[config.mk]
export PLATFORM = sky130hd
export DESIGN_NAME = pfx_exec_unit
export DESIGN_NICKNAME = d
export VERILOG_FILES = /design/src/rtl/pfx_pkg.sv /design/src/rtl/pfx_decode.sv /design/src/rtl/pfx_shift_unit.sv /design/src/rtl/pfx_bit_unit.sv /design/src/rtl/pfx_exec_unit.sv
export SDC_FILE = /design/constraint.sdc
export NUM_CORES = 1
export LEC_CHECK = 0
export ABC_AREA = 0
export CAP_MARGIN = 40
export CORE_MARGIN = 3
export CORE_UTILIZATION = 45
export CTS_CLUSTER_SIZE = 24
export DETAILED_ROUTE_END_ITERATION = 10
export DONT_BUFFER_PORTS = 1
export GPL_TIMING_DRIVEN = 1
export PLACE_DENSITY = 0.63
export SETUP_SLACK_MARGIN = 0.2
export SLEW_MARGIN = 20
export SYNTH_ARGS = -nofsm -noshare
export SYNTH_HDL_FRONTEND = slang
export SYNTH_SLANG_ARGS = --single-unit
[constraint.sdc]
create_clock -name clk -period 1.35 [get_ports clk]
set_input_delay 0.0675 -clock clk [delete_from_list [all_inputs] [get_ports clk]]
set_output_delay 0.0675 -clock clk [all_outputs]
set_load 0.03 [all_outputs]
[src/rtl/pfx_pkg.sv]
package pfx_pkg;

  typedef enum logic [1:0] {
    GRP_SHIFT = 2'd0,
    GRP_TEST  = 2'd1,
    GRP_CLR   = 2'd2,
    GRP_SET   = 2'd3
  } grp_e;

  typedef enum logic [2:0] {
    K_ROT_L8   = 3'd0,
    K_ROT_R8   = 3'd1,
    K_ROT_L9   = 3'd2,
    K_ROT_R9   = 3'd3,
    K_SHL      = 3'd4,
    K_ASR      = 3'd5,
    K_NIB_SWAP = 3'd6,
    K_LSR      = 3'd7
  } kind_e;

  typedef struct packed {
    grp_e       grp;
    kind_e      kind;
    logic [2:0] idx;
    logic [2:0] rsel;
  } dec_t;

  typedef struct packed {
    logic z;
    logic n;
    logic h;
    logic c;
  } flags_t;

endpackage

[src/rtl/pfx_decode.sv]
module pfx_decode
  import pfx_pkg::*;
(
  input  logic [7:0] opcode,
  output dec_t       dec
);
  always_comb begin
    dec.grp  = grp_e'(opcode[7:6]);
    dec.kind = kind_e'(opcode[5:3]);
    dec.idx  = opcode[5:3];
    dec.rsel = opcode[2:0];
  end
endmodule

[src/rtl/pfx_shift_unit.sv]
module pfx_shift_unit
  import pfx_pkg::*;
#(
  parameter int DW = 8
) (
  input  kind_e         kind,
  input  logic [DW-1:0] a,
  input  logic          cin,
  output logic [DW-1:0] res,
  output logic          cout
);
  localparam int HALF = DW / 2;

  always_comb begin
    res  = a;
    cout = 1'b0;
    unique case (kind)
      K_ROT_L8:   begin res = {a[DW-2:0], a[DW-1]}; cout = a[DW-1]; end
      K_ROT_R8:   begin res = {a[0], a[DW-1:1]};    cout = a[0];    end
      K_ROT_L9:   begin res = {a[DW-2:0], cin};     cout = a[DW-1]; end
      K_ROT_R9:   begin res = {cin, a[DW-1:1]};     cout = a[0];    end
      K_SHL:      begin res = {a[DW-2:0], 1'b0};    cout = a[DW-1]; end
      K_ASR:      begin res = {a[DW-1], a[DW-1:1]}; cout = a[0];    end
      K_NIB_SWAP: begin res = {a[HALF-1:0], a[DW-1:HALF]}; cout = 1'b0; end
      K_LSR:      begin res = {1'b0, a[DW-1:1]};    cout = a[0];    end
      default:    begin res = a; cout = 1'b0; end
    endcase
  end

  // Swap and plain rotates only rearrange bits: population is preserved
  always_comb begin
    if (kind == K_NIB_SWAP || kind == K_ROT_L8 || kind == K_ROT_R8)
      assert_bits_preserved_R7: assert ($countones(res) == $countones(a));
  end
endmodule

[src/rtl/pfx_bit_unit.sv]
module pfx_bit_unit
  import pfx_pkg::*;
#(
  parameter int DW = 8
) (
  input  grp_e          grp,
  input  logic [2:0]    idx,
  input  logic [DW-1:0] a,
  output logic [DW-1:0] res,
  output logic          bit_val
);
  localparam int IW = $clog2(DW);

  logic [IW-1:0] sel;
  assign sel = idx[IW-1:0];

  always_comb begin
    res     = a;
    bit_val = a[sel];
    if (grp == GRP_CLR) res[sel] = 1'b0;
    if (grp == GRP_SET) res[sel] = 1'b1;
  end

  // Clear/set touch exactly one bit position
  always_comb begin
    if (grp == GRP_CLR || grp == GRP_SET)
      assert_single_bit_touch_R10: assert ($countones(res ^ a) <= 1);
  end
endmodule

[src/rtl/pfx_exec_unit.sv]
module pfx_exec_unit
  import pfx_pkg::*;
#(
  parameter int DW = 8
) (
  input  logic          clk,
  input  logic          rst,
  input  logic          in_valid,
  input  logic [7:0]    in_opcode,
  input  logic [DW-1:0] in_operand,
  input  logic          in_carry,
  input  logic          in_flag_z,
  input  logic          in_flag_n,
  input  logic          in_flag_h,
  output logic          out_valid,
  output logic [DW-1:0] out_result,
  output logic          out_wr_en,
  output logic [2:0]    out_reg_sel,
  output logic          out_flag_z,
  output logic          out_flag_n,
  output logic          out_flag_h,
  output logic          out_flag_c
);
  dec_t          dec;
  logic [DW-1:0] sh_res;
  logic          sh_cout;
  logic [DW-1:0] bt_res;
  logic          bt_val;
  logic [DW-1:0] nx_res;
  logic          nx_wr;
  flags_t        nx_fl;
  flags_t        fl_in;

  assign fl_in = '{z: in_flag_z, n: in_flag_n, h: in_flag_h, c: in_carry};

  pfx_decode u_dec (
    .opcode (in_opcode),
    .dec    (dec)
  );

  pfx_shift_unit #(.DW(DW)) u_shift (
    .kind (dec.kind),
    .a    (in_operand),
    .cin  (in_carry),
    .res  (sh_res),
    .cout (sh_cout)
  );

  pfx_bit_unit #(.DW(DW)) u_bit (
    .grp     (dec.grp),
    .idx     (dec.idx),
    .a       (in_operand),
    .res     (bt_res),
    .bit_val (bt_val)
  );

  always_comb begin
    nx_res = in_operand;
    nx_wr  = 1'b0;
    nx_fl  = fl_in;
    unique case (dec.grp)
      GRP_SHIFT: begin
        nx_res = sh_res;
        nx_wr  = 1'b1;
        nx_fl  = '{z: (sh_res == '0), n: 1'b0, h: 1'b0, c: sh_cout};
      end
      GRP_TEST: begin
        nx_res = in_operand;
        nx_wr  = 1'b0;
        nx_fl  = '{z: ~bt_val, n: 1'b0, h: 1'b1, c: in_carry};
      end
      default: begin
        nx_res = bt_res;
        nx_wr  = 1'b1;
        nx_fl  = fl_in;
      end
    endcase
  end

  always_ff @(posedge clk) begin
    if (rst) begin
      out_valid   <= 1'b0;
      out_result  <= '0;
      out_wr_en   <= 1'b0;
      out_reg_sel <= '0;
      out_flag_z  <= 1'b0;
      out_flag_n  <= 1'b0;
      out_flag_h  <= 1'b0;
      out_flag_c  <= 1'b0;
    end else begin
      out_valid <= in_valid;
      out_wr_en <= in_valid & nx_wr;
      if (in_valid) begin
        out_result  <= nx_res;
        out_reg_sel <= dec.rsel;
        out_flag_z  <= nx_fl.z;
        out_flag_n  <= nx_fl.n;
        out_flag_h  <= nx_fl.h;
        out_flag_c  <= nx_fl.c;
      end
    end
  end

  assert_valid_follows_R2: assert property (@(posedge clk) disable iff (rst)
    !$past(rst) |-> out_valid == $past(in_valid));

  assert_no_idle_write_R2: assert property (@(posedge clk) disable iff (rst)
    out_wr_en |-> out_valid);

  assert_shift_flags_R8: assert property (@(posedge clk) disable iff (rst)
    (!$past(rst) && $past(in_valid) && $past(in_opcode[7:6]) == 2'd0)
      |-> (out_wr_en && !out_flag_n && !out_flag_h
           && out_flag_z == (out_result == '0)));

  assert_test_no_write_R9: assert property (@(posedge clk) disable iff (rst)
    (!$past(rst) && $past(in_valid) && $past(in_opcode[7:6]) == 2'd1)
      |-> (!out_wr_en && out_flag_h && !out_flag_n
           && out_flag_c == $past(in_carry) && out_result == $past(in_operand)));

  assert_flags_pass_R10: assert property (@(posedge clk) disable iff (rst)
    (!$past(rst) && $past(in_valid) && $past(in_opcode[7]))
      |-> (out_wr_en && out_flag_z == $past(in_flag_z) && out_flag_n == $past(in_flag_n)
           && out_flag_h == $past(in_flag_h) && out_flag_c == $past(in_carry)));

  assert_reg_code_R11: assert property (@(posedge clk) disable iff (rst)
    (!$past(rst) && $past(in_valid)) |-> out_reg_sel == $past(in_opcode[2:0]));

endmodule

== Word-level counts from Yosys, hierarchy flattened ==
Index checks and enable logic that the tools add are counted.
Widths: inputs -> output; s select.

* Register bits after elaboration: 17
* Input bits: 23
* Output and inout port bits: 17
* Word-level logic and storage cells: 42

* Equal/unequal tests: 10
* Reductions and logical operators: 6
* $lt $le $gt $ge: 2
* Muxes and demuxes: 11
* Bitwise operators: 5

{| class="wikitable"
|+ Operators with widths
! cell !! count
|-
| $pmux 8 s8 || 1
|-
| $mux 8 || 2
|-
| $pmux 8 s2 || 1
|-
| $eq 3x3->1 const B || 4
|-
| $and 8x8->8 || 1
|-
| $logic_not 8->1 || 1
|-
| $not 8->8 || 1
|-
| $or 8x8->8 || 1
|-
| $pmux 4 s2 || 1
|-
| $eq 3x2->1 const B || 2
|-
| $eq 2x2->1 const B || 2
|-
| $lt 3x4->1 const B || 1
|-
| $reduce_or 4->1 || 1
|-
| $bmux 1 s3 || 1
|-
| $demux 1 s3 || 1
|-
| $eq 3x1->1 const B || 1
|-
| $ge 3x1->1 const B || 1
|-
| $logic_not 3->1 || 1
|-
| $mux 1 || 3
|-
| $pmux 1 s3 || 1
|-
| $reduce_or 3->1 || 1
|-
| $eq 2x1->1 const B || 1
|-
| $logic_not 2->1 || 1
|-
| $and 1x1->1 || 1
|-
| other kinds (2) || 2
|}

== Longest topological paths before layout ==
Gate-level depths: netlist of run 1.

* Depth in word-level cells: 10
* Depth in mapped cells: 7
* Mapped depth without buffers: 5

== Hierarchy ==
Synthesis of run 1 repeated with hierarchy kept, for this count alone.

* Cell total of the unflattened synthesis: 149
* Area, all modules: 1380.1 µm²

{| class="wikitable"
|+ Modules (own cells, without submodules)
! module !! sequential area each (µm²) !! cells an instance !! instances !! area an instance (µm²)
|-
| pfx_exec_unit || 340.3 || 83 || 1 || 824.5
|-
| pfx_bit_unit || 0.0 || 22 || 1 || 250.2
|-
| pfx_shift_unit || 0.0 || 33 || 1 || 222.7
|-
| pfx_decode || 0.0 || 11 || 1 || 82.6
|}

== Least setup slack after synthesis of run 1 ==
No wires, ideal clock.

* Kind: input port to flip-flop
* Start point: in in_opcode[5]
* End point: reg out_flag_z
* Path slack: 0.005 ns
* Buffers on the path: 0
* Data required time: 1.254 ns
* Cell stages on the path: 5
* Arrival time: 1.250 ns
* Setup time: 0.096 ns
* Cells stage by stage: mux2_1 and3_1 a221o_1 or2_0 o41ai_2

* Longest elaborated chain between the ends: 4
* Elaborated cells between the ends (all ways): 14
* Those cells by class: 7 x eq/ne; 4 x mux; 1 x bitwise; 2 x reduce/logical

{| class="wikitable"
|+ Ends and longest elaborated chain
! element !! RTL line !! text
|-
| from (decl) || pfx_exec_unit.sv:9 || <nowiki>input logic [7:0] in_opcode,</nowiki>
|-
| $eq 3x3->1, or another cell as far along || pfx_shift_unit.sv:17 || <nowiki>unique case (kind)</nowiki>
|-
| $pmux 8 s8 or $mux 1 (tied branches) || pfx_shift_unit.sv:17, pfx_bit_unit.sv:19 ||
|-
| $logic_not 8->1 or $not 1->1 (tied branches) || pfx_exec_unit.sv:65, pfx_exec_unit.sv:70 ||
|-
| $pmux 4 s2 (*) || pfx_exec_unit.sv:61 || <nowiki>unique case (dec.grp)</nowiki>
|-
| to (signal assigned) || pfx_exec_unit.sv:96 || <nowiki>out_flag_z <= nx_fl.z;</nowiki>
|-
| to (decl) || pfx_exec_unit.sv:19 || <nowiki>output logic out_flag_z,</nowiki>
|}

Every way passes the cells marked *; elsewhere a longest branch is shown, timed or not. The select of a mux whose other input is x is not followed.
A chain may end at the register's enable or synchronous reset.

==> impl_metrics.py, run 1 <==
metrics = {
    "drt": {
        "drtIter0Drc": 37,
        "via_per_inst": 6.10,
        "vias": 1219,
        "wl_um": 3170,
        "post_drt_wl_per_cell_um": 15.8,
        "antenna_left": 0,
        "post-route-drc-count": 0,
        "drtPass1Iterations": 4,
    },
    "synth": {
        "synth.area.top_cells": "dfxtp_1 (28%), mux2i_1 (9.1%), o21ai_0 (7.1%)",
        "synth.net_count": 186,
        "synthesis.area_um2": 1200,
        "avgSynthCellArea_um2": 7.39,
        "yosys_warnings": 0,
        "synth_cells": 163,
        "ys_ff_latch": 17,
        "yosysSeqAreaShare_pct": 28.2,
        "synth_top_area_cell": "dfxtp_1",
        "yosys.cell_types.count": 37,
        "synth_top_area_share_pct": 28.2,
    },
    "sta": {
        "slew_headroom_pct": 78.0,
        "finalWorstSetupSlack_ns": 0.295,
        "grt_setup_unrepaired": "yes",
        "fin_hold_ws_ns": -0.156,
        "fin_crit_ns": 1.06,
        "worst_pin_slew_ns": 0.326,
        "report.final.slew_viol_count": 0,
        "fin_skew_ns": 0,
        "timing.final.crit_share_pct": 78.2,
        "setup_viol": 0,
        "hold_viol": 15,
        "fmax_mhz": 948,
        "final.setup.tns_ns": 0,
    },
    "placed_design": {
        "gp_congestion": 0.867,
        "pre_cts_ws_ns": -0.0316,
        "io_buffers": 0,
        "place_hpwl_um": 2340,
        "dpl.cell_count": 194,
    },
    "worst_setup_path": {
        "critPathKind": "reg -> reg",
        "crit_chain": "nor2_1, nor2_1, nand2_1, or2_0, o41ai_2",
        "cp-end-kind": "flip-flop",
        "cpPeakStageDelay_ns": 0.34,
        "crit_path_max_fanout": 2,
        "startpoint_type": "flip-flop",
        "crit_top_cell": "nor2_1",
        "worstReg2RegStart": "out_flag_z",
        "critical_path_required_ns": 1.54,
        "cp_slowest_cell": "dfxtp_1",
        "cp.arrival_ns": 1.25,
        "critPathBufInv": 0,
        "critPathLaunch": "out_flag_z",
        "critPathTopFamily": "simple AND/OR/NAND/NOR gates",
    },
    "global_routing": {
        "gr-usage-all-layers_pct": 19.7,
        "grt_max_degree": 33,
        "grt_pass1_vias": 1123,
        "antenna_found_initial": 0,
        "overflow": 0,
        "grt_pass1_wl_um": 5260,
    },
    "cts": {
        "cts_made_buffers": 3,
        "path_clk_slew_ns": 0.09,
        "cts_hold_buf": 2,
        "cts_setup_buffers": 0,
        "clk_latency_ns": 0.28,
        "h-tree-depth": 1,
        "root_buffer": "clkbuf_4",
        "cts_buffer_depth": 2,
        "cts_tree": "built",
        "clock-sinks": 17,
    },
    "finish": {
        "area_growth_pct": 12.7,
        "layout_common_cells": "nor2_1 (20), o21ai_0 (17), dfxtp_1 (17), buf_4 (16), nand2_1 (14)",
        "layout_commonest_cell": "nor2_1",
        "layoutNonFillerInstCount": 200,
        "insertedDiodeCount": 0,
        "drive_gt1_share_pct": 14.7,
        "nNetsFinal": 194,
        "fillCellCount": 252,
    },
    "worst_hold_path": {
        "hold_start": "rst",
        "min_path_type": "in -> reg",
    },
    "power": {
        "power_leakage_nw": 0.560,
        "p_total_mw": 1.12,
        "powerDensity_nw_per_um2": 829,
        "ir_drop_mv": 0.887,
    },
    "die": {
        "fp.dieArea_um2": 3330,
        "chipHeight_um": 57.7,
        "start_util_pct": 47.8,
        "coreArea_um2": 2520,
        "rows": 18,
        "die_x_um": 57.7,
        "io_pins": 40,
    },
    "run_status": {
        "status": "complete, but fails checks",
        "violations": "hold timing",
    },
    "job": {
        "drv_cap": 0,
    },
}
-- registers in the layout, indices dropped and copies added, names as in the netlist --
signal	cells
out_valid	1
out_result	8
out_flag_z	1
out_flag_c	1
out_reg_sel	3
out_flag_n	1
out_flag_h	1
out_wr_en	1
-- stage by stage --
stage | utilization [%] | cell area (um2)
after floorplan | - | 1210
after global placement | 51.9 | 1310
after detailed placement | 51.9 | 1310
after CTS | 53.7 | 1360
after global routing | 53.8 | 1360
final | 53.8 | 1360
-- layer usage --
layer | vias up | track usage, % | routed length, um
met4 | 0 | 4.30 | 0
met1 | 552 | 25.9 | 1310
met5 | - | 0 | 0
met2 | 53 | 31.0 | 1530
li1 | 614 | - | -
met3 | 0 | 7.35 | 331
-- cell usage after synthesis --
cell type,n
o311ai_0,1
a31oi_1,5
dfxtp_1,17
a311oi_1,2
a221oi_1,2
a22oi_1,1
nor3_1,4
a21o_1,2
and3_1,3
a21oi_1,6
buf_2,1
inv_1,1
buf_1,1
or2_0,1
o22ai_1,1
o211ai_1,2
o31a_1,1
o31ai_1,1
clkbuf_1,13
mux2i_1,11
nor2b_1,3
o21bai_1,1
o21a_1,6
and3b_1,2
a211oi_1,4
nand2b_1,5
o41ai_2,1
o21ai_0,17
a31o_2,1
nand3_1,5
nor2_1,20
o311a_1,1
a221o_1,1
mux2_2,2
nand2_1,15
or3_1,2
mux2_1,1
-- report_power, final --
group	switching (mW)	leakage (nW)	internal, mW
logic	0.147	0.404	0.142
registers	0.0406	0.141	0.536
clock network	0.145	0.0150	0.115
total	0.332	0.560	0.793
-- final cells by class --
type	instances	area, um2	area share [%]
multi-input cells	130	810	59.6
repair buffers	18	140	10.3
inverters	1	3.75	0.276
flip-flops and latches	17	340	25.1
well taps	30	37.5	2.76
clock buffers	4	26.3	1.94
-- kinds of logic (layout without fill, tap and decap cells) --
| group | count (synthesis) | count (layout) | synth area share [%] |
|---|---|---|---|
| simple gates | 60 | 60 | 23.4 |
| buf+inv | 16 | 23 | 5.09 |
| flops | 17 | 17 | 28.2 |
| mux | 14 | 14 | 11.9 |
| compound gates | 56 | 56 | 31.4 |
-- final timing paths --
check,slack [ns],cells after the start,to
max,0.29,5,out_flag_z
min,-0.16,1,out_flag_n
max reg2reg,0.29,5,out_flag_z
min reg2reg,0.49,2,out_result[0]
-- repair_timing --
item / 4_1_cts / 5_1_grt
setup endpoints to repair: 0 / 1
resized for setup: 0 / 1
endpoints found under the hold margin: 17 / 15
Note: power is estimated with default switching activity, not from simulation.
==> inputs of run 2 (changes only) <==
- PLACE_DENSITY: 0.63 -> 0.61
- clock period: 1.35 -> 1.1 ns (I/O delays scaled with it)
==> impl_metrics.py, run 2 (synthesis results as in run 1) <==
metrics = {
    "drt": {
        "post_drt_wl_per_cell_um": 16.5,
        "drtPass1Iterations": 4,
        "via_per_inst": 6.11,
        "post-route-drc-count": 0,
        "vias": 1290,
        "wl_um": 3490,
        "drtIter0Drc": 54,
        "antenna_left": 0,
    },
    "power": {
        "p_switching_mw": 0.431,
        "power_frac_comb_pct": 30.0,
        "power_leakage_nw": 0.625,
        "p_int_mw": 1.01,
        "switching_share_pct": 29.8,
        "p_total_mw": 1.44,
        "powerDensity_nw_per_um2": 984,
        "ir_drop_mv": 1.13,
        "clock_power_share_pct": 22.5,
        "pwr-share-seq_pct": 47.6,
    },
    "sta": {
        "grt_setup_unrepaired": "yes",
        "worst_pin_slew_ns": 0.348,
        "hold_viol": 15,
        "setup_viol": 0,
        "fmax_mhz": 981,
        "fin_skew_ns": 0,
        "fin_hold_ws_ns": -0.173,
        "slew_headroom_pct": 76.7,
        "timing.final.crit_share_pct": 92.7,
        "report.final.slew_viol_count": 0,
        "fin_crit_ns": 1.02,
    },
    "cts": {
        "cts_tree": "built",
        "cts_hold_buf": 2,
        "h-tree-depth": 1,
        "root_buffer": "clkbuf_4",
        "clock-sinks": 17,
        "cts_buffer_depth": 2,
        "cts_made_buffers": 3,
        "path_clk_slew_ns": 0.09,
        "clk_latency_ns": 0.29,
    },
    "finish": {
        "fillCellCount": 244,
        "layout_common_cells": "buf_4 (26), nor2_1 (20), o21ai_0 (17), dfxtp_1 (15), nand2_1 (14)",
        "multi_input_area_um2": 831,
        "final_util_pct": 58.2,
        "largest_register": "out_result",
        "insertedDiodeCount": 0,
        "reg_top3": "out_result (8), out_reg_sel (3)",
        "finalInstanceArea_um2": 1470,
        "area_growth_pct": 21.8,
        "largest_register_ffs": 8,
        "register_area_um2": 343,
        "drive_gt1_share_pct": 22.7,
        "nNetsFinal": 205,
        "layout_commonest_cell": "buf_4",
    },
    "global_routing": {
        "grt_pass1_vias": 1191,
        "gr-usage-all-layers_pct": 21.9,
        "antenna_found_initial": 0,
        "grt_max_degree": 33,
        "overflow": 0,
        "grt_pass1_wl_um": 5710,
    },
    "placed_design": {
        "gp_congestion": 0.897,
        "place_area_um2": 1380,
        "place_hpwl_um": 2460,
        "io_buffers": 0,
    },
    "run_status": {
        "violations": "hold timing",
        "status": "complete, but fails checks",
    },
    "worst_setup_path": {
        "crit_top_cell": "nor2_1",
        "critPathKind": "reg -> reg",
        "rr_worst_depth": 5,
        "cp_slowest_cell": "dfxtp_2",
        "cpPeakStageDelay_ns": 0.34,
        "critical_path_required_ns": 1.30,
        "crit_chain": "nor2_1, nor2_1, nand2_1, or2_1, o41ai_2",
        "cp.arrival_ns": 1.22,
        "crit_path_max_fanout": 2,
        "startpoint_type": "flip-flop",
        "cp-end-kind": "flip-flop",
    },
    "die": {
        "die_x_um": 57.7,
        "chipHeight_um": 57.7,
        "coreArea_um2": 2520,
        "start_util_pct": 47.8,
        "fp.dieArea_um2": 3330,
        "io_pins": 40,
        "rows": 18,
    },
    "worst_hold_path": {
        "holdPathStages": 1,
        "min_path_type": "in -> reg",
    },
    "job": {
        "drv_cap": 0,
    },
}
-- run 2: changes by cell type in the layout (fill, tap and decap cells not counted), sizes merged --
cell | previous run | this run
buf | 16 | 27
-- run 2: metal layers --
metal  wire [um]  vias to the layer above  track usage (%)
met5           0                        -                0
met4          68                        0             8.61
met3         281                        8             7.35
met2        1650                       58             33.2
met1        1490                      593             28.6
li1            -                      631                -
-- run 2: timing repair --
| item | 4_1_cts | 5_1_grt |
|---|---|---|
| pin swaps | 2 | 7 |
| gates resized for setup | 2 | 7 |
| setup endpoints to repair | 3 | 7 |
| cloned | 0 | 0 |
| buffers inserted | 1 | 1 |
| endpoints found under the hold margin | 17 | 15 |
-- run 2: worst max-delay path: cells and delay by family (launching register included) --
family / cells / cell delay [ns]
AND/OR/NAND/NOR: 4 / 0.43
AO/OA/AOI/OAI: 1 / 0.18
flip-flops: 1 / 0.34
-- run 2: layout make-up --
type,instances,share of cell area [%]
multi-input cells,130,56.6
well taps,30,2.56
repair buffers,29,15.4
clock buffers,4,1.79
inverters,1,0.256
flip-flops and latches,17,23.4
-- run 2: final timing paths --
check | startpoint | endpoint | slack [ns]
setup reg to reg | out_flag_z | out_flag_z | 0.08
setup / recovery | out_flag_z | out_flag_z | 0.08
hold / removal | rst | out_flag_n | -0.17
hold reg to reg | out_flag_n | out_flag_n | 0.47
-- run 2: metrics by stage --
step                      setup TNS, ns  std cells  setup WS [ns]
after floorplan                  -0.358        163         -0.110
after global routing                  0        211         0.0205
final                                 0        211         0.0805
after global placement           -0.452        203         -0.152
after CTS                             0        210         0.0644
after detailed placement         -0.569        203         -0.219
-- run 2: power groups by stage --
stage	Sequential (mW)	Clock, mW	Combinational, mW
floorplan	0.775	0	0.261
global placement	0.699	0	0.396
detailed placement	0.700	0	0.401
CTS	0.687	0.344	0.416
global route	0.692	0.367	0.472
finish	0.687	0.324	0.433
